==> src/rtl/hzd_pkg.sv <==
package hzd_pkg;
   localparam int unsigned REG_W_DEF = 4;
   localparam int unsigned OP_W_DEF  = 4;
   localparam logic [3:0] OP_LOAD_DEF = 4'd5;
   localparam logic [3:0] OP_POP_DEF  = 4'd11;
   localparam logic [3:0] OP_JCC_DEF  = 4'd7;
   localparam logic [3:0] OP_RET_DEF  = 4'd9;

   typedef struct packed {
      logic f_stall;
      logic d_stall;
      logic d_bubble;
      logic e_bubble;
   } stage_ctl_t;
endpackage

==> src/rtl/hzd_loaduse.sv <==
module hzd_loaduse #(
   parameter int unsigned REG_W = 4,
   parameter int unsigned OP_W  = 4,
   parameter int unsigned NSRC  = 2,
   parameter logic [OP_W-1:0] OP_LOAD = 5,
   parameter logic [OP_W-1:0] OP_POP  = 11
) (
   input  logic [NSRC*REG_W-1:0] src_ids,
   input  logic [OP_W-1:0]       ex_op,
   input  logic [REG_W-1:0]      ex_dst,
   output logic                  hit
);
   localparam logic [REG_W-1:0] NO_REG = {REG_W{1'b1}};

   logic [NSRC-1:0] match;
   logic            ex_is_load;
   logic            dst_valid;

   assign dst_valid  = (ex_dst != NO_REG);
   assign ex_is_load = (ex_op == OP_LOAD) || (ex_op == OP_POP);

   for (genvar i = 0; i < NSRC; i++) begin : g_src
      assign match[i] = dst_valid && (src_ids[i*REG_W +: REG_W] == ex_dst);
   end

   assign hit = ex_is_load && (|match);
endmodule

==> src/rtl/hzd_mispredict.sv <==
module hzd_mispredict #(
   parameter int unsigned OP_W = 4,
   parameter logic [OP_W-1:0] OP_JCC = 7
) (
   input  logic [OP_W-1:0] ex_op,
   input  logic            ex_cond,
   output logic            hit
);
   assign hit = (ex_op == OP_JCC) && !ex_cond;
endmodule

==> src/rtl/hzd_ret_track.sv <==
module hzd_ret_track #(
   parameter int unsigned OP_W  = 4,
   parameter int unsigned NSTG  = 3,
   parameter logic [OP_W-1:0] OP_RET = 9
) (
   input  logic [NSTG*OP_W-1:0] stage_ops,
   output logic                 hit
);
   logic [NSTG-1:0] is_ret;

   for (genvar s = 0; s < NSTG; s++) begin : g_stg
      assign is_ret[s] = (stage_ops[s*OP_W +: OP_W] == OP_RET);
   end

   assign hit = |is_ret;
endmodule

==> src/rtl/hzd_merge.sv <==
module hzd_merge (
   input  logic                  load_use,
   input  logic                  mispredict,
   input  logic                  ret_active,
   output hzd_pkg::stage_ctl_t   ctl
);
   always_comb begin
      ctl = '0;
      if (load_use) begin
         ctl.f_stall  = 1'b1;
         ctl.d_stall  = 1'b1;
         ctl.e_bubble = 1'b1;
      end else begin
         if (ret_active) begin
            ctl.f_stall  = 1'b1;
            ctl.d_bubble = 1'b1;
         end
         if (mispredict) begin
            ctl.d_bubble = 1'b1;
            ctl.e_bubble = 1'b1;
         end
      end
   end
endmodule

==> src/rtl/pipe_hazard_ctl.sv <==
module pipe_hazard_ctl #(
   parameter int unsigned REG_W = hzd_pkg::REG_W_DEF,
   parameter int unsigned OP_W  = hzd_pkg::OP_W_DEF,
   parameter logic [OP_W-1:0] OP_LOAD = hzd_pkg::OP_LOAD_DEF,
   parameter logic [OP_W-1:0] OP_POP  = hzd_pkg::OP_POP_DEF,
   parameter logic [OP_W-1:0] OP_JCC  = hzd_pkg::OP_JCC_DEF,
   parameter logic [OP_W-1:0] OP_RET  = hzd_pkg::OP_RET_DEF
) (
   input  logic [REG_W-1:0] d_src_a,
   input  logic [REG_W-1:0] d_src_b,
   input  logic [OP_W-1:0]  d_op,
   input  logic [OP_W-1:0]  e_op,
   input  logic [OP_W-1:0]  m_op,
   input  logic [REG_W-1:0] e_dst_m,
   input  logic             e_cond,
   output logic             f_stall,
   output logic             d_stall,
   output logic             d_bubble,
   output logic             e_bubble
);
   localparam int unsigned NSRC = 2;
   localparam int unsigned NSTG = 3;

   if (REG_W < 2) begin : g_bad_reg
      $error("pipe_hazard_ctl: REG_W must be at least 2");
   end
   if (OP_W < 2) begin : g_bad_op
      $error("pipe_hazard_ctl: OP_W must be at least 2");
   end
   if (OP_RET == OP_JCC || OP_RET == OP_LOAD || OP_RET == OP_POP || OP_JCC == OP_LOAD || OP_JCC == OP_POP) begin : g_bad_codes
      $error("pipe_hazard_ctl: hazard opcodes must be distinct");
   end

   logic lu_hit;
   logic mp_hit;
   logic rt_hit;
   hzd_pkg::stage_ctl_t ctl;

   hzd_loaduse #(
      .REG_W(REG_W), .OP_W(OP_W), .NSRC(NSRC),
      .OP_LOAD(OP_LOAD), .OP_POP(OP_POP)
   ) u_loaduse (
      .src_ids ({d_src_b, d_src_a}),
      .ex_op   (e_op),
      .ex_dst  (e_dst_m),
      .hit     (lu_hit)
   );

   hzd_mispredict #(.OP_W(OP_W), .OP_JCC(OP_JCC)) u_mispredict (
      .ex_op   (e_op),
      .ex_cond (e_cond),
      .hit     (mp_hit)
   );

   hzd_ret_track #(.OP_W(OP_W), .NSTG(NSTG), .OP_RET(OP_RET)) u_ret (
      .stage_ops ({m_op, e_op, d_op}),
      .hit       (rt_hit)
   );

   hzd_merge u_merge (
      .load_use   (lu_hit),
      .mispredict (mp_hit),
      .ret_active (rt_hit),
      .ctl        (ctl)
   );

   assign f_stall  = ctl.f_stall;
   assign d_stall  = ctl.d_stall;
   assign d_bubble = ctl.d_bubble;
   assign e_bubble = ctl.e_bubble;
endmodule

==> config.mk <==
export PLATFORM = sky130hd
export DESIGN_NAME = pipe_hazard_ctl
export DESIGN_NICKNAME = d
export VERILOG_FILES = /design/src/rtl/hzd_pkg.sv /design/src/rtl/hzd_loaduse.sv /design/src/rtl/hzd_mispredict.sv /design/src/rtl/hzd_ret_track.sv /design/src/rtl/hzd_merge.sv /design/src/rtl/pipe_hazard_ctl.sv
export SDC_FILE = /design/constraint.sdc
export NUM_CORES = 1
export LEC_CHECK = 0
export CAP_MARGIN = 25
export CORE_AREA = 3 3 40 42
export DETAILED_ROUTE_END_ITERATION = 12
export DIE_AREA = 0 0 43 45
export PLACE_DENSITY = 0.59
export SKIP_LAST_GASP = 1
export SLEW_MARGIN = 20
export SYNTH_ARGS = -nofsm -noshare
export SYNTH_HDL_FRONTEND = slang
export SYNTH_SLANG_ARGS = --single-unit
==> constraint.sdc <==
create_clock -name vclk -period 1.2
set_input_delay 0.18 -clock vclk [all_inputs]
set_output_delay 0.18 -clock vclk [all_outputs]
set_load 0.005 [all_outputs]
==> Word level (Yosys, flattened, before mapping) <==
Index checks and enable logic that the tools add are counted.
W data, S select, Z words.
{ "totals": {"in_bits": 25, "ff_bits": 0, "out_inout_bits": 4, "word_cells": 23} }
{ "op_classes": {"mux": 6, "n_reduce_logical": 8, "eq_ne": 9} }
{ "ops": {"columns": ["op", "count"], "rows": [
  ["$eq A4 B4 Y1 const B", 4],
  ["$eq A4 B3 Y1 const B", 2],
  ["$eq A4 B4 Y1", 2],
  ["$mux W1", 5],
  ["$logic_and A1 B1 Y1", 4],
  ["$ne A4 B4 Y1 const B", 1],
  ["$reduce_or A3 Y1", 1],
  ["$mux W2", 1],
  ["$reduce_or A2 Y1", 1],
  ["$logic_not A1 Y1", 1],
  ["$logic_or A1 B1 Y1", 1]
]} }

==> Depth between registers and ports, before layout <==
Gate-level depths: netlist of run 1.
{ "depth": {"depth_word": 5, "mapped_depth": 4, "mapped_depth_nobuf": 4} }

==> Modules after synthesis <==
Synthesis of run 1 repeated with hierarchy kept, for this count alone.
{ "unflattened": {"cells_unflattened": 25, "area_unflattened_um2": 196.4} }
{ "modules_own_cells": {"columns": ["module", "cells_each", "seq_area_each_um2", "n_inst", "area_each_um2"], "rows": [
  ["hzd_loaduse", 15, 0.0, 1, 117.6],
  ["hzd_ret_track", 4, 0.0, 1, 36.3],
  ["hzd_merge", 4, 0.0, 1, 30.0],
  ["hzd_mispredict", 2, 0.0, 1, 12.5]
]} }

==> Worst setup path before layout of run 1 <==
No wires, ideal clock.
{ "synth_path": {"kind": "in2out", "startpoint": "input port e_op[2]", "endpoint": "output port e_bubble", "t_required_ns": 1.020, "path_buffers": 0, "slack_ns": 0.258, "t_arrival_ns": 0.762, "path_stages": 4, "path_cell_list": "and3b_1 -> o211ai_1 -> a21oi_2 -> nand2b_1"} }
{ "synth_between": {"elab_chain_cells": 4, "elab_cells_between_ends": 8, "classes_between": "3 x eq/ne; 2 x mux; 3 x reduce/logical"} }
{ "synth_lines": {"columns": ["element", "line", "source"], "rows": [
  ["start: declaration", "pipe_hazard_ctl.sv:12", "input logic [OP_W-1:0] e_op,"],
  ["$eq A4 B3 Y1 (tied with other cells)", "hzd_mispredict.sv:9", "assign hit = (ex_op == OP_JCC) && !ex_cond;"],
  ["$logic_and A1 B1 Y1 / $logic_or A1 B1 Y1 (equally long branches)", "hzd_mispredict.sv:9, hzd_loaduse.sv:20", null],
  ["$mux W2 / $logic_and A1 B1 Y1 (equally long branches)", "hzd_merge.sv:18, hzd_loaduse.sv:26", null],
  ["$mux W1 *", "hzd_merge.sv:9", "if (load_use) begin"],
  ["end: declaration", "pipe_hazard_ctl.sv:19", "output logic e_bubble"]
]} }
Every way passes the cells marked *; elsewhere a longest branch is shown, timed or not.

==> Worst setup path after layout of run 1 <==
{ "layout_path": {"startpoint": "input port d_src_b[3]", "endpoint": "output port e_bubble"} }
{ "layout_between": {"elab_chain_cells": 5} }
{ "layout_lines": {"columns": ["element", "line", "source"], "rows": [
  ["start: declaration", "pipe_hazard_ctl.sv:10", "input logic [REG_W-1:0] d_src_b,"],
  ["$eq A4 B4 Y1", "hzd_loaduse.sv:23", "assign match[i] = dst_valid && (src_ids[i*REG_W +: REG_W] == ex_dst);"],
  ["$logic_and A1 B1 Y1", "hzd_loaduse.sv:23", null],
  ["$reduce_or A2 Y1", "hzd_loaduse.sv:26", "assign hit = ex_is_load && (|match);"],
  ["$logic_and A1 B1 Y1", "hzd_loaduse.sv:26", null],
  ["$mux W1", "hzd_merge.sv:9", null]
]} }
No other way between the ends.

==> run metrics, run 1 <==
Tot GR Track Use=under 10%; Die W=around 43 µm; Die H=~45 µm; Seq cells=0; Slew Limit Fails=0; vias in the first global route=330; mux cell area share after synthesis=0%; fin crit period=around 1300 ps; Synth cell types=12; crit-path max FO=3; share of layout cells above drive strength 1=between 70% and 80%; Syn Area/Cell=between 7 and 8 µm²; drt first pass iters=2; CP max-delay cell=a21oi_2; Finish-stage setup viols=4; CLK BUF=0; status=finished, violations left; P&R area growth vs syn=242%; FF+latch area=0 µm²; Vias/cell=about 4.5; Placed Cells=70; adder-cell share of the synthesized area=0%; Iter 0 DRT Violations=2; top-level port count=29; Placer Congestion=a little over 0.6; max_cap viols=0; Final ANT Viol Nets=0; Post-Layout Cell Count=73; Slew headroom=81.5%; Core Footprint=around 1300 µm²; Rows=13; Synth Net Count=just under 50; Power, Total=just under 0.2 mW; DRT Wirelength=876 µm; crit path cell chain=buf_2, xnor2_2, nand4_1, a21oi_2, buf_4, nand2b_4, buf_6; first-pass GRT wire length=1370 µm; Final Hold Fails=0; port buffer count=29; final net count=85; Crit path arrival time=between 1000 and 1500 ps; RSZ-0062 raised after global routing=yes; Routed WL per cell=between 10 and 15 µm; highest clock rate=a little under 800 MHz; final worst-path cycle share=106%; Via Count=~330; die area=between 1500 and 2000 µm²; failing checks=setup timing; simple-gate share of the synthesized area=just over 50%; largest net degree at the start of global routing=5; n_diodes=0; largest family of logic cells by synthesized area=simple AND/OR/NAND/NOR gates; Cell Area, Synth=between 150 and 200 µm²; Synth Area in Compound Gates=a little under an eighth; CP max stage delay=around 180 ps; initial cell density of the core=around 15%; Hold Crit Class=input pin to primary output; post-synthesis cell count=24; Worst Slack Setup Final=-73.2 ps; Fin Hold WS=~800 ps; standby leakage power=0.304 nW; global route overflow=0; crit end category=primary output; required time of the critical path=1020 ps; Crit Path Class=input pin to primary output; Finished Core Util=49.7%; VDD IR max=0.0997 mV; DRC=0; type of origin of the critical path=input pin; cell area power density=between 300 and 400 nW/µm²; cts hold-fix bufs=0; sequential fraction of the synthesis area=0%; Synth Area in XOR/XNOR=between 30% and 40%; hold depth=4; Warnings, synthesis=0; initial antenna violation count=0; Worst Tran Pin Value=276 ps
worst max-delay path: cells and delay by family:
family	cells	cell delay [ps]
compound gates	1	180
xor+xnor	1	150
buf+inv	3	350
simple gates	2	230
routing by layer:
| layer | track usage [%] | vias up | wire (µm) |
|---|---|---|---|
| met3 | 1.20 | 0 | 67 |
| met1 | 9.81 | 155 | 249 |
| met2 | 19.2 | 11 | 559 |
| met5 | 0 | - | 0 |
| li1 | - | 161 | - |
| met4 | 0 | 0 | 0 |
what timing repair did:
item,CTS,global route
pin swaps,21,8
gates resized for setup,125,6
hold endpoints to repair,0,0
cloned,0,0
setup endpoints to repair,4,4
buffers inserted,3,0
cells in the mapped netlist:
cell type	count	area (µm²)
nor3b_1	1	7.51
nor4bb_1	2	20.0
xnor2_1	8	70.1
and4bb_2	1	12.5
nand2b_1	2	12.5
nor2_1	1	3.75
a21oi_2	1	8.76
and3b_1	1	8.76
a21oi_1	1	5.00
o211ai_1	1	7.51
nor3_1	1	5.00
nand4_1	4	25.0
worst paths after layout:
check / from / endpoint / slack, ps
setup / recovery: d_src_b[3] / e_bubble / -70
hold / removal: e_op[2] / e_bubble / 810
cell type report:
| type | count | area, µm² |
|---|---|---|
| fill | 129 | 647 |
| multi-input combinational | 24 | 304 |
| tap | 15 | 18.8 |
| timing repair buffer | 34 | 315 |
cell families after synthesis:
group	Yosys count
compound gates	3
xor+xnor	8
simple gates	13
per-stage QoR:
step                setup slack [ps]  setup TNS [ps]  cell area [µm²]
floorplan                        258               0              186
global placement                -808           -3100              510
detailed placement              -833           -3160              510
CTS                            -56.9            -184              608
global route                    -146            -511              638
finish                         -73.2            -230              638
power by group:
| part | internal (mW) | switching (mW) |
|---|---|---|
| clock | 0 | 0 |
| combinational | 0.131 | 0.0625 |
| sequential | 0 | 0 |
placed cells by master (no fill, tap or decap):
master / Yosys / routed
buf_8: 0 / 2
nor4bb_4: 0 / 2
buf_6: 0 / 12
buf_2: 0 / 7
xnor2_2: 0 / 7
clkdlybuf4s15_2: 0 / 2
and4bb_2: 1 / 1
nor3_4: 0 / 1
a21oi_2: 1 / 2
nor3b_2: 0 / 1
and3b_1: 1 / 1
nand2b_4: 0 / 2
clkdlybuf4s15_1: 0 / 2
dlygate4sd2_1: 0 / 4
nor2_1: 1 / 1
o211ai_1: 1 / 1
nand4_1: 4 / 4
buf_4: 0 / 5
xnor2_1: 8 / 1
No activity file was read; power rests on OpenSTA's default activity.
==> run 2: changes to the inputs <==
--- a/config.mk
+++ b/config.mk
@@ -6,9 +6,9 @@
 export NUM_CORES = 1
 export LEC_CHECK = 0
 export CAP_MARGIN = 25
-export CORE_AREA = 3 3 40 42
+export CORE_AREA = 2 2 39 41
 export DETAILED_ROUTE_END_ITERATION = 12
-export DIE_AREA = 0 0 43 45
+export DIE_AREA = 0 0 41 43
 export PLACE_DENSITY = 0.59
 export SKIP_LAST_GASP = 1
 export SLEW_MARGIN = 20
==> run 2 against run 1 <==
  * The flow still finishes with violations (setup timing)
  * Global-route usage fell by 0.17 points
  * Setup slack improved by 46 ps
  * Design area fell by 8.6%
  * Maximum frequency rose by 3.7%
  * Combinational power fell by 5%
  * Core utilization fell by 7.5 points
  * Critical endpoint is now f_stall
==> run metrics, run 2 (synthesized netlist as in run 1, its figures left out) <==
status=finished, violations left; failing checks=setup timing; Worst Slack Setup Final=-27.3 ps (+45.9 ps); commonest non-fill, non-tap cells in the layout=14 x buf_6, 10 x buf_2, 7 x xnor2_2; CLK BUF=0 (unchanged); vias in the first global route=295 (-11%); largest net degree at the start of global routing=5 (unchanged); Reg power frac=0% (unchanged); Vias/cell=4.39 (-2.0%); required time of the critical path=1020 ps (about the same); final net count=80 (-5.9%); cts hold-fix bufs=0 (unchanged); crit end category=primary output; global route overflow=0 (unchanged); finished layout cell area=583 µm² (-8.6%); P&R area growth vs syn=213%; DRC=0 (unchanged); cell area power density=315 nW/µm² (+3.6%); Final Hold Fails=0 (unchanged); max_cap viols=0 (unchanged); combinational cell fraction of total power=100.0% (about the same); Die W=41 µm (-4.7%); crit path to=f_stall; Slew headroom=81.2% (-0.32 points); GR Util met3=1.57% (+0.38 points); FF+latch area=0 µm² (unchanged); initial cell density of the core=13.5% (-1.0 points); NetSw=0.0598 mW (-4.3%); first-pass GRT wire length=1140 µm (-17%); initial antenna violation count=0 (unchanged); drt first pass iters=1 (-1); Slew Limit Fails=0 (unchanged); Crit path arrival time=1050 ps (-40 ps); final worst-path cycle share=102% (-3.8 points); Core Footprint=1380 µm² (+7.7%); VDD IR max=0.0874 mV (-12%); Placer Congestion=0.595 (-1.5%); gr busiest metal=met2; Hold Crit Class=input pin to primary output; RSZ-0062 raised after global routing=yes; Iter 0 DRT Violations=0 (-2); Placed Cells=69 (-1.4%); Crit Path Class=input pin to primary output; standby leakage power=0.276 nW (-9.0%); type of origin of the critical path=input pin; DRT Wirelength=750 µm (-14%); GRT met1 Usage=9.21% (-0.60 points); fin crit period=1230 ps (-45.9 ps); Final ANT Viol Nets=0 (unchanged); sw frac=32.6% (+0.34 points); Routed WL per cell=10.9 µm (-9.4%); top-level port count=29 (unchanged); Tot GR Track Use=8.80% (-0.17 points); highest clock rate=815 MHz (+3.7%); n_diodes=0 (unchanged); most common library cell in the layout ignoring fill and taps=buf_6; die area=1760 µm² (-8.9%); Seq cells=0 (unchanged); dpl cell area=497 µm² (-2.7%); Via Count=303 (-7.3%); crit-path max FO=4 (+1); GR Util met2=17.5% (-1.7 points); share of layout cells above drive strength 1=77.4% (+1.5 points); Finish-stage setup viols=3 (-1); Post-Layout Cell Count=69 (-5.5%); Worst Tran Pin Value=281 ps (+4.73 ps); Die H=43 µm (-4.4%); port buffer count=29 (unchanged); Clk pwr share=0% (unchanged); Worst setup startpoint=d_src_b[0]; P_int=0.124 mW (-5.8%); hold_sp=e_op[0]; Rows=14 (+1)
==> run 2: area by class of cell <==
cell class                      count  area (µm²)
Fill cell                         138         801
Multi-Input combinational cell     24         304
Timing Repair Buffer               29         259
Tap cell                           16        20.0
==> run 2: power groups by stage <==
| stage | clock network (mW) | logic (mW) | registers, mW |
|---|---|---|---|
| after floorplan | 0 | 0.0431 | 0 |
| after global placement | 0 | 0.153 | 0 |
| after detailed placement | 0 | 0.153 | 0 |
| after CTS | 0 | 0.179 | 0 |
| after global routing | 0 | 0.194 | 0 |
| final | 0 | 0.184 | 0 |
==> run 2: what timing repair did <==
| item | 4_1_cts | 5_1_grt |
|---|---|---|
| pin swaps | 20 | 4 |
| endpoints found under the setup margin | 4 | 3 |
| setup buffers | 1 | 0 |
| gates resized for setup | 137 | 2 |
==> run 2: per-stage QoR <==
step | setup TNS [ps] | total power, mW | setup slack, ps | utilization (%) | hold WS [ps]
global placement | -3110 | 0.153 | -812 | 35.9 | 1430
global route | -234 | 0.194 | -83.1 | 42.1 | 785
detailed placement | -3110 | 0.153 | -811 | 35.9 | 1420
CTS | -54.4 | 0.179 | -31.7 | 41.3 | 774
finish | -59.5 | 0.184 | -27.3 | 42.1 | 761
floorplan | 0 | 0.0431 | 258 | - | 489
==> run 2: critical path, stage by stage <==
cell	delay, ps
buf_6	90
xnor2_2	150
nand4_1	130
a21oi_2	240
nand2b_4	170
buf_6	90
==> run 2: per-layer routing <==
layer | up-vias | wire, µm
li1 | 153 | -
met1 | 140 | 227
met2 | 10 | 466
met3 | 0 | 56
met4 | 0 | 0
met5 | - | 0
==> run 2: worst min-delay path by stage <==
stage	cells past startpoint	slack, ps	to
finish	4	760	d_stall
global placement	4	1430	e_bubble
global route	4	780	d_stall
CTS	4	770	d_stall
floorplan	2	490	e_bubble
detailed placement	4	1420	e_bubble
